**src/rtl/auto_off_switch_pkg.sv**
```systemverilog
package auto_off_switch_pkg;

    typedef enum logic {
        SW_OFF = 1'b0,
        SW_ON  = 1'b1
    } sw_mode_e;

endpackage

```
**src/rtl/auto_off_switch_expire.sv**
```systemverilog
module auto_off_switch_expire #(
    parameter int LIMIT = 10,
    localparam int CNT_W = $clog2(LIMIT + 1)
) (
    input  logic [CNT_W-1:0] cnt_i,
    output logic             expired_o
);
    localparam logic [CNT_W-1:0] LIM_V = CNT_W'(LIMIT);

    // Greater-or-equal keeps the rule safe even for an unreachable count.
    always_comb begin
        expired_o = (cnt_i >= LIM_V);
    end
endmodule

```
**src/rtl/auto_off_switch_step.sv**
```systemverilog
module auto_off_switch_step
    import auto_off_switch_pkg::*;
#(
    parameter int LIMIT = 10,
    localparam int CNT_W = $clog2(LIMIT + 1)
) (
    input  sw_mode_e         mode_i,
    input  logic [CNT_W-1:0] cnt_i,
    input  logic             press_i,
    input  logic             expired_i,
    output sw_mode_e         mode_o,
    output logic [CNT_W-1:0] cnt_o
);
    // One transition per round; press and expiry together still yield off.
    always_comb begin
        mode_o = mode_i;
        cnt_o  = cnt_i;
        unique case (mode_i)
            SW_OFF: begin
                if (press_i) begin
                    mode_o = SW_ON;
                    cnt_o  = '0;
                end
            end
            SW_ON: begin
                if (press_i || expired_i) begin
                    mode_o = SW_OFF;
                    cnt_o  = '0;
                end else begin
                    cnt_o = cnt_i + 1'b1;
                end
            end
            default: begin
                mode_o = SW_OFF;
                cnt_o  = '0;
            end
        endcase
    end
endmodule

```
**src/rtl/auto_off_switch.sv**
```systemverilog
module auto_off_switch
    import auto_off_switch_pkg::*;
#(
    parameter int LIMIT = 10,
    localparam int CNT_W = $clog2(LIMIT + 1)
) (
    input  logic             clk_i,
    input  logic             rst_i,
    input  logic             press_i,
    output logic             mode_o,
    output logic             on_o,
    output logic [CNT_W-1:0] count_o
);
    typedef struct packed {
        sw_mode_e         mode;
        logic             on;
        logic [CNT_W-1:0] cnt;
    } sw_state_t;

    sw_state_t        state_d;
    sw_state_t        state_q;
    logic             expired;
    sw_mode_e         step_mode;
    logic [CNT_W-1:0] step_cnt;

    auto_off_switch_expire #(.LIMIT(LIMIT)) expire_i (
        .cnt_i     (state_q.cnt),
        .expired_o (expired)
    );

    auto_off_switch_step #(.LIMIT(LIMIT)) step_i (
        .mode_i    (state_q.mode),
        .cnt_i     (state_q.cnt),
        .press_i   (press_i),
        .expired_i (expired),
        .mode_o    (step_mode),
        .cnt_o     (step_cnt)
    );

    always_comb begin
        if (rst_i) begin
            state_d.mode = SW_OFF;
            state_d.on   = 1'b0;
            state_d.cnt  = '0;
        end else begin
            state_d.mode = step_mode;
            state_d.on   = (step_mode == SW_ON);
            state_d.cnt  = step_cnt;
        end
    end

    always_ff @(posedge clk_i) begin
        state_q <= state_d;
    end

    assign mode_o  = state_q.mode;
    assign on_o    = state_q.on;
    assign count_o = state_q.cnt;
endmodule

```
**config.mk**
```make
export PLATFORM = sky130hd
export DESIGN_NAME = auto_off_switch
export DESIGN_NICKNAME = d
export VERILOG_FILES = /design/src/rtl/auto_off_switch_pkg.sv /design/src/rtl/auto_off_switch_expire.sv /design/src/rtl/auto_off_switch_step.sv /design/src/rtl/auto_off_switch.sv
export SDC_FILE = /design/constraint.sdc
export NUM_CORES = 1
export LEC_CHECK = 0
export CAP_MARGIN = 5
export CORE_AREA = 5 5 42 44
export DETAILED_ROUTE_END_ITERATION = 10
export DIE_AREA = 0 0 47 49
export DONT_BUFFER_PORTS = 1
export SLEW_MARGIN = 0
export SYNTH_ARGS = -nofsm -noshare
export SYNTH_HDL_FRONTEND = slang
export SYNTH_HIERARCHICAL = 1
export SYNTH_SLANG_ARGS = --single-unit
```
**constraint.sdc**
```tcl
create_clock -name clk_i -period 1.28 [get_ports clk_i]
set_input_delay 0.256 -clock clk_i [delete_from_list [all_inputs] [get_ports clk_i]]
set_output_delay 0.256 -clock clk_i [all_outputs]
set_load 0.05 [all_outputs]
```
== After elaboration in Yosys (flattened, before gate mapping) ==
Cells that the tools add are included.

* Bitwise logic cells: 1
* Equality and inequality tests: 1
* Mux-type cells: 6
* Order comparisons: 1
* $add $sub $neg: 1
* Reductions and logical operators: 1

{| class="wikitable"
|+ Operators with widths
! operator !! count
|-
| $mux W4 || 2
|-
| $pmux W4 S2 || 1
|-
| $add A4 B1 Y4 const B || 1
|-
| $ge A4 B4 Y1 const B || 1
|-
| $mux W1 || 2
|-
| $ne A2 B2 Y1 const B || 1
|-
| $pmux W1 S2 || 1
|-
| $logic_or A1 B1 Y1 || 1
|-
| $not A1 Y1 || 1
|}

* Flip-flop bits (word level): 5
* Output and inout bits: 6

== Longest topological paths before layout ==
Gate-level depths: netlist (run 1).

* Word-level depth: 4
* Mapped depth: 5
* Depth with buffers taken out: 5

== Cells and area by module ==
Netlist (run 1), hierarchy kept.

{| class="wikitable"
|+ By module, submodules not included
! module !! seq. area each (sq um) !! area each (sq um) !! instances !! cells each
|-
| auto_off_switch || 100.1 || 138.9 || 1 || 11
|-
| auto_off_switch_step || 0.0 || 120.1 || 1 || 17
|-
| auto_off_switch_expire || 0.0 || 7.5 || 1 || 1
|}

== Worst setup path after synthesis (run 1) ==
OpenSTA, ideal clock, no wires.

* Kind: register to register
* From: register state_q, in the netlist count_o[2]
* To: register state_q, in the netlist count_o[3]
* Arrival time: 1.554 ns
* Path slack: -0.340 ns
* Stages on the path, launching flop included: 6
* Clock period less this slack: 1.620 ns
* Cell sequence: dfxtp_1 -> o21a_1 -> nand2b_2 -> or3_1 -> a31oi_1 -> nor2b_1

* Cells in the longest elaborated chain, start to end: 4
* Elaborated cells on any way between the ends: 5
* Those cells by class: add/sub (1); order compare (1); mux (2); reduce/logical (1)

{| class="wikitable"
|+ RTL lines
! item !! line !! RTL
|-
| start: declaration || auto_off_switch.sv:21 || <nowiki>sw_state_t state_q;</nowiki>
|-
| start signal: assignment || auto_off_switch.sv:53 || <nowiki>state_q <= state_d;</nowiki>
|-
| $ge A4 B4 Y1 || auto_off_switch_expire.sv:12 || <nowiki>expired_o = (cnt_i >= LIM_V);</nowiki>
|-
| named net expired || auto_off_switch.sv:22 || <nowiki>logic expired;</nowiki>
|-
| $logic_or A1 B1 Y1 || auto_off_switch_step.sv:26 || <nowiki>if (press_i || expired_i) begin</nowiki>
|-
| $mux W4 || auto_off_switch_step.sv:26 ||
|-
| $pmux W4 S2 || auto_off_switch_step.sv:18 || <nowiki>unique case (mode_i)</nowiki>
|-
| named net step_cnt[3] || auto_off_switch.sv:24 || <nowiki>logic [CNT_W-1:0] step_cnt;</nowiki>
|}

The timed path passes the listed nets, and every way through them passes these cells.
A chain may end at the register's enable or synchronous reset.

== Worst setup path in the final report (run 1) ==
Ends and elaborated chain as after synthesis.

==> qor.txt, run 1 <==
Die Y: 49 um
# DRC: 0
Crit path capture type: register
Fin util: 0.288
Pwr per Cell Area: 1010 nW/um^2
First-pass DRT Iterations: 3
Fraction of layout cells with a size suffix above 1: 0.500
CTS sink cnt: 5
CTS root buf: clkbuf_4
Mapped Area: 267 um^2
Antenna violations before repair: 0
I/O Buffers: 0
Max transition margin: 0.865
EDFF count, synth: 0
HP Class: input pin to register
CTS clock-pin slew for the worst setup and hold paths: 40 ps
Synth top cells by count: dfxtp_1, nor2b_1
Clock Latency Late Sink: 240 ps
CTS Buf Count: 3
First-pass GRT wire length: 1020 um
WP data arrival: 1460 ps
CP required: 1460 ps
Post-DP HPWL: 451 um
Vias per cell: 4.34
Post-synth ARST share: 0
Largest net degree at the start of global routing: 11
Post-synth top area cell: dfxtp_1
Mapped Nets: 33
Max Cap Viol: 0
Register-to-Register Path Depth: 5
# nets final: 47
WL/cell: 10.8 um
Syn avg cell area: 9.19 um^2
Final Max Tran Viols: 0
Finished layout cell area: 403 um^2
GPL Wtd Cong: 0.702
Yosys top cell area share: 0.376
Routed Antenna Nets: 0
H-Tree Depth: 1
Antenna Cells: 0
Yosys warns: 6
Hold Path Stages: 1
Final worst slack: -3.18 ps
DRT iter0 DRCs: 6
Total Wirelength: 625 um
Hold Fails Final Rpt: 0
Sequential area share after synthesis: 0.376
CP Max Fanout: 3
CTS max path bufs: 2
CTS tree: built
RR Startpoint: count_o[2]
Layout overhead on the synthesized area: 51.2%
Worst-Margin Slew: 199 ps
Main flop type after synthesis: dfxtp_1
Status: finished, violations left
Leak: 0.161 nW
Placed Area: 363 um^2
Rows: 14
Gr ovfl total: 0
CP Class: register to register
Die X: 47 um
Minimum setup slack among reg-to-reg paths: -3 ps
Period Utilization, post-route: 1.00
Fillers: 153
Clock period minus worst slack: 1280 ps
# setup viols final: 1
Core Footprint: 1400 um^2
Initial cell density of the core: 0.190
Peak VDD IR: 578 uV
RSZ-0062 raised after global routing: true
Mapped Cells: 29
Setup WS pre-CTS: 2.61 ps
GRT Total Usage: 0.0641
Worst setup startpoint: count_o[2]
Hold wc startpoint: rst_i
Leading post-synthesis cells by cell area: dfxtp_1, nor2b_1, nand3b_1
Vias in the first global route: 257
Clk_skew: 5.62 ps
Reg2Reg Capture Point: count_o[3]
Failing checks: setup timing
Peak Freq: 0.779 GHz
Top-Level Pins: 9
Critical Path Start Type: register
DIE AREA: 2300 um^2
Distinct cells, synth: 17
Via count: 252
Synth Register Bits: 5
Hold_buf cts: 0
WHS Endpoint: count_o[1]
## repair_timing
action / CTS / global route
gates resized for setup: 0 / 1
setup buffers: 0 / 1
cloned: 0 / 0
pin swaps: 1 / 1
setup endpoints to repair: 2 / 3
## layout by cell type (no fill, tap or decap), types with 2 or more instances in the layout
master	netlist	layout
a21oi_1	2	2
buf_4	1	10
clkbuf_4	0	3
dfxtp_2	0	3
dfxtp_4	0	2
nand2b_1	2	2
nand3b_1	2	2
nor2_1	2	2
nor2b_1	5	5
## cells by family (layout without fill, tap and decap cells)
kind of cell    count (synthesis)  count (layout)  synth area share
simple gates                   15              15             0.361
flops                           5               5             0.376
mux                             2               2            0.0798
fa+ha+maj                       1               1            0.0469
compound gates                  5               5             0.108
buf+inv                         1              14            0.0282
## worst max path at each step
stage,to,cells past startpoint
6_report,count_o[3],5
5_1_grt,count_o[3],5
4_1_cts,count_o[3],5
3_5_place_dp,count_o[3],5
3_3_place_gp,count_o[3],5
2_1_floorplan,count_o[3],5
## through the flow
stage	std cells	setup TNS, ps	power, mW	hold slack (ps)
6_report	58	-3.18	0.407	66.7
5_1_grt	58	-183	0.440	50.5
4_1_cts	57	-23.8	0.414	57.3
3_5_place_dp	53	0	0.224	321
3_3_place_gp	53	0	0.224	321
2_1_floorplan	29	-76.5	0.213	318
## cell type report
cell class	count	area, um^2	share of cell area
clock buffer	4	26.3	0.0652
tap	16	20.0	0.0497
multi-input combinational	23	170	0.422
sequential	5	111	0.276
timing repair buffer	10	75.1	0.186
## critical path, stage by stage, from the launching register on
cell	delay, ps
dfxtp_4	330
o21a_1	200
nand2b_4	150
or3_1	300
a31oi_1	120
nor2b_1	130
## power by group
group          internal [mW]  leakage, nW  switching, mW
clock                  0.118       0.0150         0.0643
sequential             0.158       0.0435        0.00927
combinational         0.0253        0.103         0.0332
## sequential cells by signal, summed over array words and instances, names as in the netlist
signal / count
count_o: 4
on_o: 1
## per-layer routing
layer  track usage  vias to the layer above  routed length, um  share of wire
li1              -                      127                  -              -
met1        0.0659                      114                264           0.42
met2        0.0837                       11                270           0.43
met3        0.0664                        0                 90           0.14
met4        0.0276                        0                  0              0
met5             0                        -                  0              0
No activity file was read; power rests on OpenSTA's default activity.
==> inputs of run 2 (changes only) <==
--- a/config.mk
+++ b/config.mk
@@ -6,10 +6,13 @@
 export NUM_CORES = 1
 export LEC_CHECK = 0
 export CAP_MARGIN = 5
+export CELL_PAD_IN_SITES_DETAIL_PLACEMENT = 0
+export CELL_PAD_IN_SITES_GLOBAL_PLACEMENT = 2
 export CORE_AREA = 5 5 42 44
 export DETAILED_ROUTE_END_ITERATION = 10
 export DIE_AREA = 0 0 47 49
 export DONT_BUFFER_PORTS = 1
+export PLACE_DENSITY_LB_ADDON = 0.1
 export SLEW_MARGIN = 0
 export SYNTH_ARGS = -nofsm -noshare
 export SYNTH_HDL_FRONTEND = slang
==> run 2 against run 1 <==
  * The run still ends with setup timing left
  * Die area did not move
  * Flip-flop and latch count did not move
  * Clock-buffer cell count unchanged
  * Clock power shrank 5%
  * Register-to-register slack about the same
  * Critical endpoint unchanged
  * Largest power group unchanged
==> qor.txt, run 2 (synthesized netlist as in run 1, its figures left out) <==
Status: finished, violations left
Layout overhead on the synthesized area: 45.5%
Critical Path Start Type: register
Clock period minus worst slack: 1290 ps
DIE AREA: 2300 um^2
# setup viols final: 1
Core Footprint: 1400 um^2
Most frequent cells in the layout: buf_4, nor2b_1, clkbuf_4, dfxtp_2
Routed Antenna Nets: 0
Vias in the first global route: 227
Max FFs per register: 4
Die Y: 49 um
Hold_buf cts: 0
Fraction of layout cells with a size suffix above 1: 0.475
H-Tree Depth: 1
Worst-Margin Slew: 218 ps
Peak Freq: 0.778 GHz
GRT Total Usage: 0.0648
CTS clock-pin slew for the worst setup and hold paths: 40 ps
Die X: 47 um
CTS max path bufs: 2
Final Hold Slack: 73.9 ps
WL/cell: 10.9 um
GPL Wtd Cong: 0.611
Post-DP HPWL: 510 um
Clock Latency Late Sink: 230 ps
Final worst slack: -6.10 ps
CP Class: register to register
Max transition margin: 0.853
First-pass DRT Iterations: 3
CTS root buf: clkbuf_4
CP required: 1450 ps
Pwr per Cell Area: 1010 nW/um^2
Clk_skew: 1.72 ps
Antenna Cells: 0
Non-filler cells, final: 56
Rows: 14
HP Class: input pin to register
Top-Level Pins: 9
Gr ovfl total: 0
Period Utilization, post-route: 1.00
Failing checks: setup timing
Vias per cell: 4.32
DRT iter0 DRCs: 2
Most common cell after layout, fill and taps aside: buf_4
Setup bufs post-CTS: 0
Largest net degree at the start of global routing: 10
Leak: 0.153 nW
CTS Buf Count: 3
I/O Buffers: 0
CTS tree: built
Placed Cells: 52
CTS sink cnt: 5
Hold Fails Final Rpt: 0
Final Max Tran Viols: 0
Max Cap Viol: 0
CP Max Fanout: 3
RSZ-0062 raised after global routing: true
Crit path capture type: register
Via count: 242
Initial cell density of the core: 0.190
WP data arrival: 1460 ps
Peak VDD IR: 552 uV
# DRC: 0
Antenna violations before repair: 0
First-pass GRT wire length: 972 um
# nets final: 45
Total Wirelength: 609 um
==> run 2: cell types whose count changed in the layout (fill, tap and decap cells not counted), sizes merged <==
cell,previous run,this run
buf,10,8
==> run 2: layout make-up <==
| cell class | instances | area, um^2 |
|---|---|---|
| Fill cell | 163 | 1010 |
| Multi-Input combinational cell | 23 | 166 |
| Sequential cell | 5 | 111 |
| Timing Repair Buffer | 8 | 63.8 |
| Clock buffer | 4 | 26.3 |
| Tap cell | 16 | 20.0 |
==> run 2: timing repair <==
action	CTS	global route
endpoints found under the setup margin	1	4
resized for setup	0	2
cloned	0	0
endpoints found under the hold margin	0	0
==> run 2: worst max-delay path: stages, from the launching register on <==
cell and delay [ps]:
dfxtp_4 330, o21a_1 190, nand2b_4 140, or3_1 310, a31oi_1 120, nor2b_2 140
==> run 2: final timing paths <==
kind	from	endpoint	slack, ps	cells after the start
setup reg to reg	count_o[1]	count_o[3]	-6	5
setup / recovery	count_o[1]	count_o[3]	-6	5
hold / removal	rst_i	count_o[3]	70	1
hold reg to reg	count_o[3]	count_o[3]	660	3
==> run 2: through the flow <==
stage	util	total power, mW	setup TNS [ps]	instance area [um^2]	setup WS, ps
floorplan	-	0.213	-76.5	283	-76.5
global placement	0.254	0.220	0	355	18.1
detailed placement	0.254	0.221	0	355	4.74
CTS	0.272	0.402	-13.9	382	-13.9
global route	0.277	0.422	-154	388	-81.7
finish	0.277	0.393	-6.10	388	-6.10
==> run 2: routing by layer <==
| layer | vias up | wire length (um) | track usage | part of all wire |
|---|---|---|---|---|
| met2 | 7 | 272 | 0.0769 | 0.45 |
| met3 | 2 | 46 | 0.0480 | 0.076 |
| met1 | 107 | 282 | 0.0727 | 0.46 |
| met4 | 0 | 8 | 0.0553 | 0.013 |
| li1 | 126 | - | - | - |
| met5 | - | 0 | 0 | 0 |
==> run 2: where the power goes <==
group          switching (mW)  internal [mW]  total (mW)
Clock                  0.0553          0.117       0.173
Combinational          0.0328         0.0203      0.0531
Sequential            0.00933          0.158       0.167
Total                  0.0974          0.295       0.393
==> inputs of run 3 (changes only) <==
==> constraint.sdc (replaced) <==
create_clock -name clk_i -period 1.2 [get_ports clk_i]
set_input_delay 0.24 -clock clk_i [delete_from_list [all_inputs] [get_ports clk_i]]
set_output_delay 0.24 -clock clk_i [all_outputs]
set_load 0.05 [all_outputs]
==> run 3 against run 2 <==
  * The run still ends with setup timing left
  * Combinational power grew 26%
  * Clock power rose by 16%
  * Sequential share of layout area is 2.5 points lower
  * Largest cell class unchanged
  * Utilization increased by 2.7 points
  * Global-route usage increased by 0.15 points
  * Final area increased by 9.7%
==> qor.txt, run 3 (synthesized netlist as in run 1, its figures left out) <==
CTS sink cnt: 5
Final setup TNS: -220 ps
CTS clock-pin slew for the worst setup and hold paths: 50 ps
Fin util: 0.304
# setup viols final: 4
Largest net degree at the start of global routing: 10
# DRC: 0
Clk_skew: 2.83 ps
Minimum setup slack among reg-to-reg paths: -100 ps
Routed Antenna Nets: 0
Slowest stage delay, CP: 330 ps
CP required: 1380 ps
Status: finished, violations left
Vias per cell: 4.53
Placed Area: 370 um^2
Crit path capture type: register
Worst path cell trace: o21a_1 > nand2b_4 > or3_1 > a31oi_1 > nor2b_1
Fillers: 158
Finished layout cell area: 425 um^2
Die X: 47 um
GRT Total Usage: 0.0663
CP Max Fanout: 3
Max FFs per register: 4
Max Cap Viol: 0
First-pass DRT Iterations: 5
Final Max Tran Viols: 0
Via count: 267
Worst-Margin Slew: 196 ps
Antenna Cells: 0
Design Power: 0.446 mW
CP Class: register to register
Antenna violations before repair: 0
Slowest CP cell: dfxtp_4
Leak: 0.169 nW
Clock period minus worst slack: 1300 ps
Hold wc startpoint: rst_i
CTS max path bufs: 2
CTS Buf Count: 3
# nets final: 48
Most common cell after layout, fill and taps aside: buf_4
Total Wirelength: 710 um
Hold Fails Final Rpt: 0
Initial cell density of the core: 0.190
Peak Freq: 0.770 GHz
DIE AREA: 2300 um^2
I/O Buffers: 0
Gr ovfl total: 0
WP data arrival: 1480 ps
Non-filler cells, final: 59
Critical path's top delay family: simple AND/OR/NAND/NOR gates
Clock Latency Late Sink: 250 ps
Worst setup startpoint: count_o[2]
Fraction of layout cells with a size suffix above 1: 0.535
Core Footprint: 1400 um^2
Period Utilization, post-route: 1.08
Final worst slack: -99.1 ps
Placed Cells: 54
First-pass GRT wire length: 1010 um
WL/cell: 12.0 um
Top-Level Pins: 9
Die Y: 49 um
H-Tree Depth: 1
RSZ-0062 raised after global routing: true
CTS tree: built
HP Class: input pin to register
DRT iter0 DRCs: 7
Failing checks: setup timing
Max transition margin: 0.868
Pwr per Cell Area: 1050 nW/um^2
Vias in the first global route: 224
Hold_buf cts: 0
RR Startpoint: count_o[2]
Number of buffer and inverter stages on the critical path: 0
GPL Wtd Cong: 0.678
Rows: 14
Layout overhead on the synthesized area: 59.6%
Most frequent cells in the layout: buf_4, nor2b_1, clkbuf_4, dfxtp_2
Peak VDD IR: 586 uV
Multi-input logic area: 174 um^2
CTS root buf: clkbuf_4
Critical Path Start Type: register
FF+latch area: 111 um^2
Post-DP HPWL: 477 um
==> run 3: changes by cell type in the layout (fill, tap and decap cells not counted), sizes merged <==
cell	delta
buf	+3
==> run 3: layer usage <==
metal,GRT usage,wire length (um),up-vias,share of wire
li1,-,-,131,-
met1,0.0619,277,122,0.39
met2,0.0860,326,12,0.46
met3,0.0812,99,2,0.14
met4,0.0276,6,0,0.0085
met5,0,0,-,0
==> run 3: repair_timing <==
item / CTS / global route
setup buffers: 0 / 1
gates resized for setup: 0 / 5
pin swaps: 0 / 4
setup endpoints to repair: 4 / 5
==> run 3: power breakdown <==
part           internal (mW)  switching, mW
clock                  0.126         0.0742
sequential             0.168         0.0106
combinational         0.0305         0.0362
total                  0.325          0.121
==> run 3: layout make-up <==
cell class	count	area share
multi-input cells	23	0.409
flip-flops and latches	5	0.262
repair buffers	11	0.221
well taps	16	0.0471
clock buffers	4	0.0618
==> run 3: stage by stage <==
| step | hold WS [ps] | worst slack, ps |
|---|---|---|
| final | 47.8 | -99.1 |
| after floorplan | 302 | -156 |
| after global routing | 28.6 | -149 |
| after global placement | 305 | -71.2 |
| after detailed placement | 304 | -70.8 |
| after CTS | 44.1 | -83.0 |
==> run 3: path summary, 6_finish.rpt <==
kind / endpoint / cells past startpoint
max: count_o[3] / 5
min: count_o[2] / 1
max reg2reg: count_o[3] / 5
min reg2reg: on_o / 2
